===== src/rtl/pic_pkg.sv =====
package pic_pkg;
  typedef enum logic [1:0] {
    REG_MASK    = 2'd0,
    REG_REQ_EOI = 2'd1,
    REG_SERV    = 2'd2,
    REG_BASE    = 2'd3
  } pic_reg_e;
endpackage


===== src/rtl/pic_prio_enc.sv =====
// Returns the lowest set index of a vector (index 0 has highest priority).
module pic_prio_enc #(
  parameter int N = 8,
  localparam int IW = $clog2(N)
) (
  input  logic [N-1:0]  vec,
  output logic          any,
  output logic [IW-1:0] idx
);
  always_comb begin
    any = 1'b0;
    idx = '0;
    for (int i = N - 1; i >= 0; i--) begin
      if (vec[i]) begin
        any = 1'b1;
        idx = IW'(i);
      end
    end
  end
endmodule


===== src/rtl/pic_ack_edge.sv =====
// Detects the high-to-low transition of the acknowledge strobe.
module pic_ack_edge (
  input  logic clk,
  input  logic rst,
  input  logic ack_n,
  output logic fire
);
  logic ack_q;
  always_ff @(posedge clk) begin
    if (rst) ack_q <= 1'b1;
    else     ack_q <= ack_n;
  end
  assign fire = ack_q & ~ack_n;
endmodule


===== src/rtl/prio_irq_ctrl.sv =====
module prio_irq_ctrl #(
  parameter int NUM_LINES = 8,
  parameter int DATA_W    = 8
) (
  input  logic                 clk,
  input  logic                 rst,
  input  logic [NUM_LINES-1:0] irq_in,
  output logic                 irq_out,
  input  logic                 ack_n,
  input  logic                 rd_en,
  input  logic                 wr_en,
  input  logic [1:0]           addr,
  input  logic [DATA_W-1:0]    data_in,
  output logic [DATA_W-1:0]    data_out,
  output logic                 data_oe
);
  import pic_pkg::*;

  localparam int LVL_W  = $clog2(NUM_LINES);
  localparam int BASE_W = DATA_W - LVL_W;
  localparam logic [LVL_W-1:0] SPUR_LVL = LVL_W'(NUM_LINES - 1);

  logic [NUM_LINES-1:0] mask_q, irr_q, isr_q;
  logic [BASE_W-1:0]    base_q;
  logic [NUM_LINES-1:0] pend, win_oh, eoi_oh, take_oh;
  logic                 pend_any, srv_any, grant_ok, ack_fire, eoi_wr;
  logic [LVL_W-1:0]     win_idx, srv_idx;
  pic_reg_e             reg_sel;

  assign reg_sel = pic_reg_e'(addr);
  assign pend    = irr_q & ~mask_q;

  pic_prio_enc #(.N(NUM_LINES)) u_pend_enc (.vec(pend),  .any(pend_any), .idx(win_idx));
  pic_prio_enc #(.N(NUM_LINES)) u_serv_enc (.vec(isr_q), .any(srv_any),  .idx(srv_idx));
  pic_ack_edge u_ack (.clk(clk), .rst(rst), .ack_n(ack_n), .fire(ack_fire));

  // A pending level is eligible only if it outranks every in-service level.
  assign grant_ok = pend_any && (!srv_any || (win_idx < srv_idx));
  assign win_oh   = NUM_LINES'(1) << win_idx;
  assign take_oh  = (ack_fire && grant_ok) ? win_oh : '0;
  assign eoi_wr   = wr_en && (reg_sel == REG_REQ_EOI);
  assign eoi_oh   = (eoi_wr && srv_any) ? (NUM_LINES'(1) << srv_idx) : '0;

  always_ff @(posedge clk) begin
    if (rst) begin
      mask_q  <= '1;
      irr_q   <= '0;
      isr_q   <= '0;
      base_q  <= '0;
      irq_out <= 1'b0;
    end else begin
      irr_q   <= (irr_q | irq_in) & ~take_oh;
      isr_q   <= (isr_q & ~eoi_oh) | take_oh;
      irq_out <= grant_ok;
      if (wr_en && reg_sel == REG_MASK) mask_q <= data_in[NUM_LINES-1:0];
      if (wr_en && reg_sel == REG_BASE) base_q <= data_in[DATA_W-1:LVL_W];
    end
  end

  always_ff @(posedge clk) begin
    if (rst) begin
      data_out <= '0;
      data_oe  <= 1'b0;
    end else if (ack_fire) begin
      data_out <= {base_q, grant_ok ? win_idx : SPUR_LVL};
      data_oe  <= 1'b1;
    end else if (rd_en) begin
      data_oe <= 1'b1;
      case (reg_sel)
        REG_MASK:    data_out <= DATA_W'(mask_q);
        REG_REQ_EOI: data_out <= DATA_W'(irr_q);
        REG_SERV:    data_out <= DATA_W'(isr_q);
        default:     data_out <= {base_q, {LVL_W{1'b0}}};
      endcase
    end else begin
      data_oe <= 1'b0;
    end
  end
endmodule


===== config.mk =====
export PLATFORM = sky130hd
export DESIGN_NAME = prio_irq_ctrl
export DESIGN_NICKNAME = d
export VERILOG_FILES = /design/src/rtl/pic_pkg.sv /design/src/rtl/pic_prio_enc.sv /design/src/rtl/pic_ack_edge.sv /design/src/rtl/prio_irq_ctrl.sv
export SDC_FILE = /design/constraint.sdc
export NUM_CORES = 1
export LEC_CHECK = 0
export BUFFER_PORTS_ARGS = -buffer_cell sky130_fd_sc_hd__buf_2
export CORE_ASPECT_RATIO = 0.6
export CORE_UTILIZATION = 49
export DETAILED_ROUTE_END_ITERATION = 16
export PLACE_DENSITY = 0.71
export SLEW_MARGIN = 15
export SYNTH_ARGS = -nofsm -noshare
export SYNTH_HDL_FRONTEND = slang
export SYNTH_HIERARCHICAL = 1
export SYNTH_SLANG_ARGS = --single-unit

===== constraint.sdc =====
create_clock -name clk -period 3.3 [get_ports clk]
set_clock_uncertainty 0.2 [all_clocks]
set_input_delay 0.66 -clock clk [delete_from_list [all_inputs] [get_ports clk]]
set_output_delay 0.66 -clock clk [all_outputs]
set_load 0.03 [all_outputs]

# After elaboration in Yosys (flattened, before gate mapping)
# Cells that the tools add are included.
# op_classes
n_lt_le_gt_ge,1
eq_ne,3
shifts,2
n_mux,40
bitwise_logic,10
n_reduce_logical,10
# op_table
op,count
$mux W3,17
$mux W8,4
$and A8 B8 Y8,3
$not A8 Y8,3
$pmux W8 S3,1
$mux W1,18
$or A8 B8 Y8,2
$shl A1 B3 Y8 const A,2
$logic_and A1 B1 Y1,6
$eq A2 B2 Y1 const B,2
$lt A3 B3 Y1,1
$eq A2 B1 Y1 const B,1
$logic_not A2 Y1,1
$reduce_bool A2 Y1,1
$and A1 B1 Y1,1
$logic_not A1 Y1,1
$logic_or A1 B1 Y1,1
$not A1 Y1,1
# totals
regBits,40
inputBits,23
output_inout_bits,10

# Longest topological paths before layout
# Gate-level depths: netlist of the first run.
# logic_depth
word_depth,17
depth_mapped,9
ltp_nobuf,9

# Cells and area by module
# Netlist of the first run, hierarchy kept.
# by_module_without_submodules
mod,instances,cells_per_inst,area_each_um2
prio_irq_ctrl,1,198,1833.0
pic_prio_enc,2,13,80.1
pic_ack_edge,1,3,35.0

# Least setup slack after synthesis of the first run
# OpenSTA, ideal clock, no wires.
# synth_timing
kind,register to register
from,register irr_q[3]
to,register data_out[1]
t_arrival_ns,2.061
path_slack_ns,0.921
path_stages_with_launch,9
path_buffers,0
period_less_slack_ns,2.379
cell_sequence,dfxtp_1 nor2b_1 nor4_2 nor2b_1 ha_1 o21ai_0 nand2_1 a21o_1 a32o_1
# synth_via
elab_chain_cells,10
word_cells_on_any_way,14
# synth_lines
item,line,source
start: declaration,prio_irq_ctrl.sv:23,"logic [NUM_LINES-1:0] mask_q, irr_q, isr_q;"
start signal: assignment,prio_irq_ctrl.sv:52,irr_q <= (irr_q | irq_in) & ~take_oh;
$and A8 B8 Y8,prio_irq_ctrl.sv:31,assign pend = irr_q & ~mask_q;
named net pend[3],prio_irq_ctrl.sv:25,"logic [NUM_LINES-1:0] pend, win_oh, eoi_oh, take_oh;"
$mux W3 (4 in a row),pic_prio_enc.sv:14,if (vec[i]) begin
named net win_idx[2],prio_irq_ctrl.sv:27,"logic [LVL_W-1:0] win_idx, srv_idx;"
$lt A3 B3 Y1,prio_irq_ctrl.sv:38,assign grant_ok = pend_any && (!srv_any || (win_idx < srv_idx));
$logic_or A1 B1 Y1,prio_irq_ctrl.sv:38,
$logic_and A1 B1 Y1,prio_irq_ctrl.sv:38,
$mux W3,prio_irq_ctrl.sv:65,"data_out <= {base_q, grant_ok ? win_idx : SPUR_LVL};"
$mux W8,prio_irq_ctrl.sv:64,end else if (ack_fire) begin
end signal: assignment,prio_irq_ctrl.sv:65,
end signal: assignment,prio_irq_ctrl.sv:70,REG_MASK: data_out <= DATA_W'(mask_q);
end signal: assignment,prio_irq_ctrl.sv:71,REG_REQ_EOI: data_out <= DATA_W'(irr_q);
end: declaration,prio_irq_ctrl.sv:14,"output logic [DATA_W-1:0] data_out,"
# The timed path passes the listed nets, and every way through them passes these cells.
# A chain may end at the register's enable or synchronous reset.

# Worst setup path in the final report of the first run
# layout_timing
from,register irr_q[2]
to,register data_out[1]
# layout_via
elab_chain_cells,9
word_cells_on_any_way,12
# layout_lines
item,line
$and A8 B8 Y8,prio_irq_ctrl.sv:31
named net pend[2],prio_irq_ctrl.sv:25
$mux W3 (3 in a row),pic_prio_enc.sv:14
named net win_idx[2],prio_irq_ctrl.sv:27
$lt A3 B3 Y1,prio_irq_ctrl.sv:38
$logic_or A1 B1 Y1,prio_irq_ctrl.sv:38
$logic_and A1 B1 Y1,prio_irq_ctrl.sv:38
$mux W3,prio_irq_ctrl.sv:65
$mux W8,prio_irq_ctrl.sv:64
# The timed path passes the listed nets, and every way through them passes these cells.

==> results of run 1 <==
==> cell usage in the layout (no fill, tap or decap), drive strengths merged <==
master,n
mux2,5
dfxtp,40
and2b,2
nand4,2
a21oi,12
nor3b,1
o41ai,2
nand3b,1
nand2b,2
and2,1
o21bai,2
nor2,21
buf,35
a32o,1
mux2i,16
o21ai,11
o22ai,12
or2,2
and3,2
ha,2
bufinv,3
a211oi,9
nor3,2
o211ai,2
o221ai,1
nand2,23
nor2b,15
clkbuf,5
nor4,4
inv,10
nand3,2
o221a,5
o311ai,2
a21o,2
a311oi,3
==> cells in the mapped netlist (2+ instances only) <==
cell	number	area share, %
a211oi_1	9	3.3
o21bai_1	2	0.74
o21ai_0	11	2.7
a21o_1	2	0.74
nor2_1	21	3.9
nor4_1	2	0.62
o311ai_0	2	0.86
clkbuf_1	5	0.93
o41ai_1	2	0.86
nor3_1	2	0.49
a21oi_2	2	0.86
mux2_2	4	2.2
inv_1	10	1.9
buf_2	3	0.74
nor2b_1	14	4.3
mux2i_1	16	7.9
and3_1	2	0.62
o221a_2	4	2.2
a311oi_1	3	1.3
nand2_1	23	4.3
a21oi_1	10	2.5
ha_1	2	1.2
o22ai_1	12	3.7
dfxtp_1	40	39
nor4_2	2	1.2
nand4_1	2	0.62
==> cells by family (layout without fill, tap and decap cells) <==
| group | after synthesis | count (layout) | share of synthesized area, % |
|---|---|---|---|
| compound gates | 64 | 64 | 22.70 |
| simple gates | 80 | 80 | 20.67 |
| mux | 21 | 21 | 10.86 |
| flops | 40 | 40 | 39.48 |
| buf+inv | 20 | 53 | 5.059 |
| fa+ha+maj | 2 | 2 | 1.234 |
==> worst paths after layout <==
path / end / slack (ns) / cells past startpoint
hold reg to reg: data_out[5] / 0.25 / 2
setup reg to reg: data_out[1] / 0.58 / 8
setup / recovery: data_out[1] / 0.58 / 8
hold / removal: data_out[5] / 0.25 / 2
==> per-layer routing <==
metal	routed length, um	share of wire [%]	up-vias
li1	-	-	893
met1	2501	49	794
met2	1915	38	76
met3	639	13	7
met4	42	0.82	0
met5	0	0	-
==> report_power, final <==
part           switching (uW)  internal, uW
Sequential               15.1           508
Combinational             107          67.3
Clock                     180           378
==> registers in the layout (all words and copies together) (netlist names) <==
name         count
irq_out          1
u_ack/ack_q      1
mask_q           8
isr_q            8
data_out         8
base_q           5
irr_q            8
data_oe          1
==> through the flow <==
| step | instance area, um2 | utilization (%) |
|---|---|---|
| after floorplan | 2028 | - |
| after global placement | 2205 | 57.90 |
| after detailed placement | 2205 | 57.90 |
| after CTS | 2364 | 62.08 |
| after global routing | 2364 | 62.08 |
| final | 2364 | 62.08 |
==> cell type report <==
class                           instances  share of cell area (%)
Timing Repair Buffer                   35                   7.729
Sequential cell                        40                   33.88
Tap cell                               47                   2.488
Inverter                               10                   1.588
Multi-Input combinational cell        167                   47.59
Clock inverter                          3                   3.812
Clock buffer                            5                   2.912
==> worst max-delay path: stages (launching register included) <==
cell     delay, ns
dfxtp_1       0.33
nor2b_1       0.18
nor4_2        0.28
nor2b_1       0.41
ha_1          0.30
o21ai_0       0.18
nand2_1       0.19
a21o_1        0.28
a32o_1        0.27
==> impl_results.md, run 1 <==
- Outcome: completed
- Global routing's busiest layer: met1
- RSZ-0062 raised after global routing: no
- Worst EP arrival: 2.72 ns
- Fin. Hold Viols: 0
- Clk sinks: 40
- Chip width: roughly 85 um
- Final Net Count: between 200 and 300
- Clock buffer depth: 2
- Drc violations: 0
- Worst-margin pin slew: 0.6750 ns
- CP Data Required Time: between 3 and 4 ns
- Max-Cap Viols: 0
- Asr flop ratio synth: 0%
- Final Slew Violations: 0
- Area delta synth->final: 16.53%
- Clk root buf: clkbuf_8
- Crit end category: register
- Cts repair resizes: 0
- Total negative slack: 0 ns
- Pre-Repair DR Iteration Count: 5
- Placed Cells: 299
- # setup viols final: 0
- Die height: 51.84 um
- Fillers: approximately 360
- Routed Antenna Nets: 0
- Starting Density: a little over half
- Diode count: 0
- Via count: around 1.8k
- Pwr Total: 1255 uW
- Multi-input combinational cell area: 1125 um2
- Clock slew at reported path FFs: approximately 0.080 ns
- Total wire length: 5098 um
- Power per cell area: 531.0 nW/um2
- Largest net degree at the start of global routing: 32
- Core area: ~3800 um2
- Number of global-route vias before repair: ~1.6k
- Iter 0 DRT Violations: around 180
- Max VDD drop: approximately 0.3 mV
- Post-place setup slack: 0.6399 ns
- Post-Synthesis Cells: between 200 and 250
- Post-synthesis sequential area ratio: between 30% and 40%
- CTS Hold Bufs: 0
- CTS tree: built
- Post-DR wirelength/cell: approximately 17 um
- F_max: ~0.37 GHz
- Syn nets: between 200 and 300
- Worst-Skew Late Latency: 0.30 ns
- Synth Warn #: 6
- Cell variety after synth: 46
- Die Area: about 4400 um2
- Met1 usage: 37.88%
- Setup CP Type: register to register
- Syn Area/Cell: between 8 and 9 um2
- Reg2reg start: irr_q[2]
- Initial antenna violation count: 0
- PnR worst setup slack: 0.5787 ns
- Min cycle time layout: 2.721 ns
- P_leak: about 0.00095 uW
- Primary FF master, synth: dfxtp_1
- Setup bufs post-CTS: 0
- Rows: 17
- Startpoint Class: register
- Sequential cell area: 800.8 um2
- Met2 usage: 34.27%
- Layout cells sized above 1: between 20% and 30%
- Hold WS: between 0.2 and 0.3 ns
- # H-tree levels: 2
- Met3 Track Usage GR: under 10%
- Vias per Instance: about 5.8
- IO Port Bufs: 32
- Final cell count without fillers: approximately 310
- Fin crit share: ~82%
- Total Routing Usage GR: around a quarter
- Number of synthesized flops with an enable pin: 0
- HPWL after DPL: around 3800 um
- Worst hold path type: register to register
- Crit path max fanout: 6
- GPL Wtd Cong: around 0.89
- Num CTS Buffers: 5
- First-pass GRT wire length: 8224 um
- Flop and latch count out of synthesis: 40
- Max-slew headroom: between 50% and 60%
- Post-Syn Area: just over 2000 um2
- I/O pins: 33
- Hold Startpoint: data_out[5]
- Worst setup path start: irr_q[2]
- GRT overflow: 0
Note: power is estimated with default switching activity, not from simulation.
==> run 2: changes to the inputs <==
PLACE_DENSITY = 0.74   (was 0.71)
clock period = 2.4 ns   (was 3.3 ns; I/O delays follow)
==> run 2 against run 1 <==
Compared with the run above: wire length up 7.3%; clock-buffer cell count unchanged; combinational power up 53%; non-clock buffer count up 8; die area unchanged; register-to-register slack worse by 0.53 ns; cell count up 2.3%; critical endpoint unchanged; sequential share of layout area down 1.3 points.
==> impl_results.md, run 2 (same netlist as run 1, synthesis figures left out) <==
- Cell area after placement: 2257 um2 (was 2205 um2)
- Crit path max fanout: 5 (was 6)
- Final Net Count: 292 (was 284)
- Most frequent cells in the layout: 36 x dfxtp_1, 32 x buf_2, 21 x nand2_1 (was 40 x dfxtp_1, 32 x buf_2, 23 x nand2_1)
- Min cycle time layout: 2.349 ns (was 2.721 ns)
- Met2 usage: 34.27% (unchanged)
- Diode count: 0 (unchanged)
- Initial antenna violation count: 0 (unchanged)
- Pre-Repair DR Iteration Count: 5 (unchanged)
- # setup viols final: 0 (unchanged)
- F_max: 0.4257 GHz (was 0.3675 GHz)
- Clk root buf: clkbuf_8 (unchanged)
- Worst-Skew Late Latency: 0.29 ns (was 0.30 ns)
- Pwr Total: 1636 uW (was 1255 uW)
- Finished Cell Area: 2475 um2 (was 2364 um2)
- Routed Antenna Nets: 0 (unchanged)
- Largest net degree at the start of global routing: 31 (was 32)
- Drc violations: 0 (unchanged)
- Outcome: completed (unchanged)
- # H-tree levels: 2 (unchanged)
- Total Routing Usage GR: 25.42% (was 25.25%)
- Iter 0 DRT Violations: 263 (was 176)
- Cells on worst reg2reg path: 9 (was 8)
- Post-DR wirelength/cell: 17.42 um (was 16.61 um)
- Via count: 1,917 (was 1,770)
- CTS Hold Bufs: 0 (unchanged)
- Power per cell area: 660.8 nW/um2 (was 531.0 nW/um2)
- Core area: 3807 um2 (unchanged)
- First-pass GRT wire length: 8176 um (was 8224 um)
- Commonest non-fill, non-tap cell in the layout: dfxtp_1 (unchanged)
- Met3 Track Usage GR: 11.43% (was 8.095%)
- Critical path buffers and inverters: 1 (was 0)
- CP Data Required Time: 2.39 ns (was 3.30 ns)
- Hold Path Depth: 2 (unchanged)
- Worst EP arrival: 2.34 ns (was 2.72 ns)
- Number of global-route vias before repair: 1,577 (was 1,557)
- Max VDD drop: 0.3631 mV (was 0.3007 mV)
- Chip width: 85.06 um (unchanged)
- Rows: 17 (unchanged)
- HPWL after DPL: 3884 um (was 3844 um)
- Setup CP Type: register to register (unchanged)
- CTS tree: built (unchanged)
- Top Family by Delay on Critical Path: compound AO/OA/AOI/OAI gates (was simple AND/OR/NAND/NOR gates)
- Fin. Hold Viols: 0 (unchanged)
- Area delta synth->final: 22.02% (was 16.53%)
- IO Port Bufs: 32 (unchanged)
- Max-slew headroom: 68.47% (was 54.41%)
- Die height: 51.84 um (unchanged)
- Max-Cap Viols: 0 (unchanged)
- Clk sinks: 40 (unchanged)
- GPL Wtd Cong: 0.8987 (was 0.8885)
- Met1 usage: 36.47% (was 37.88%)
- Crit. path cell count: 9 (was 8)
- Total wire length: 5470 um (was 5098 um)
- Num CTS Buffers: 5 (unchanged)
- Vias per Instance: 6.105 (was 5.765)
- Clock slew at reported path FFs: 0.08 ns (about the same)
- Starting Density: 53.27% (unchanged)
- GRT overflow: 0 (unchanged)
- Die Area: 4409 um2 (unchanged)
- Slowest CP cell: dfxtp_1 (was nor2b_1)
- Worst-margin pin slew: 0.4724 ns (was 0.6750 ns)
- Crit path largest cell delay: 0.33 ns (was 0.41 ns)
- Fin crit share: 97.87% (was 82.46%)
- Worst hold path type: input port to register (was register to register)
- Clock buffer depth: 2 (unchanged)
- Crit end category: register (unchanged)
- Final Slew Violations: 0 (unchanged)
- Startpoint Class: register (unchanged)
- I/O pins: 33 (unchanged)
- Crit-path cells: nor2b_2 > nor4_2 > buf_4 > nor2b_4 > ha_1 > o21ai_1 > nand2_2 > a21o_1 > a32o_1 (was nor2b_1 > nor4_2 > nor2b_1 > ha_1 > o21ai_0 > nand2_1 > a21o_1 > a32o_1)
- Layout cells sized above 1: 33.33% (was 23.85%)
- P_leak: 0.001009 uW (was 0.0009475 uW)
- Global routing's busiest layer: met1 (unchanged)
-- run 2: cell count changes in the layout (fill, tap and decap cells not counted), sizes merged --
cell and change:
buf +8, bufinv -1
-- run 2: area by class of cell --
cell class	count	area, um2
Inverter	10	37.54
Sequential cell	40	805.8
Clock inverter	2	60.06
Multi-Input combinational cell	167	1201
Tap cell	47	58.81
Fill cell	321	1333
Timing Repair Buffer	43	242.7
Clock buffer	5	68.82
-- run 2: what timing repair did --
action / in CTS / in global routing
gates cloned: 0 / 0
setup buffers: 0 / 1
setup endpoints to repair: 1 / 19
resized for setup: 1 / 24
pin swaps: 0 / 7
-- run 2: final timing paths --
kind | startpoint | end | slack [ns]
worst max-delay path | irr_q[4] | data_out[1] | 0.05
worst min register to register | data_out[3] | data_out[3] | 0.25
worst max register to register | irr_q[4] | data_out[1] | 0.05
worst min-delay path | ack_n | u_ack/ack_q | 0.18
-- run 2: layer usage --
layer | wire, um | vias up
met3 | 592 | 9
met2 | 2262 | 102
met4 | 36 | 0
met5 | 0 | -
met1 | 2579 | 897
li1 | - | 909
-- run 2: report_power, final --
part | internal (uW) | switching, uW
clock network | 409 | 239
registers | 698 | 23.3
logic | 109 | 157
-- run 2: worst register-to-register path, delay by kind of cell, from the launching register on --
kind / cells / cell delay, ns
and+or+nand+nor: 4 / 0.60
AOI/OAI and AO/OA: 3 / 0.66
adders and majority gates: 1 / 0.28
buffers and inverters: 1 / 0.17
DFF: 1 / 0.33
-- run 2: stage by stage --
step | cells | utilization (%) | setup slack (ns) | setup TNS, ns | hold WS [ns]
2_1_floorplan | 227 | - | 0.02147 | 0 | 0.2609
3_3_place_gp | 306 | 59.28 | 0.07382 | 0 | 0.2364
3_5_place_dp | 306 | 59.28 | 0.009592 | 0 | 0.2429
4_1_cts | 313 | 62.83 | 0.02079 | 0 | 0.1801
5_1_grt | 314 | 65.00 | -0.05627 | -0.1029 | 0.1746
6_report | 314 | 65.00 | 0.05117 | 0 | 0.1817
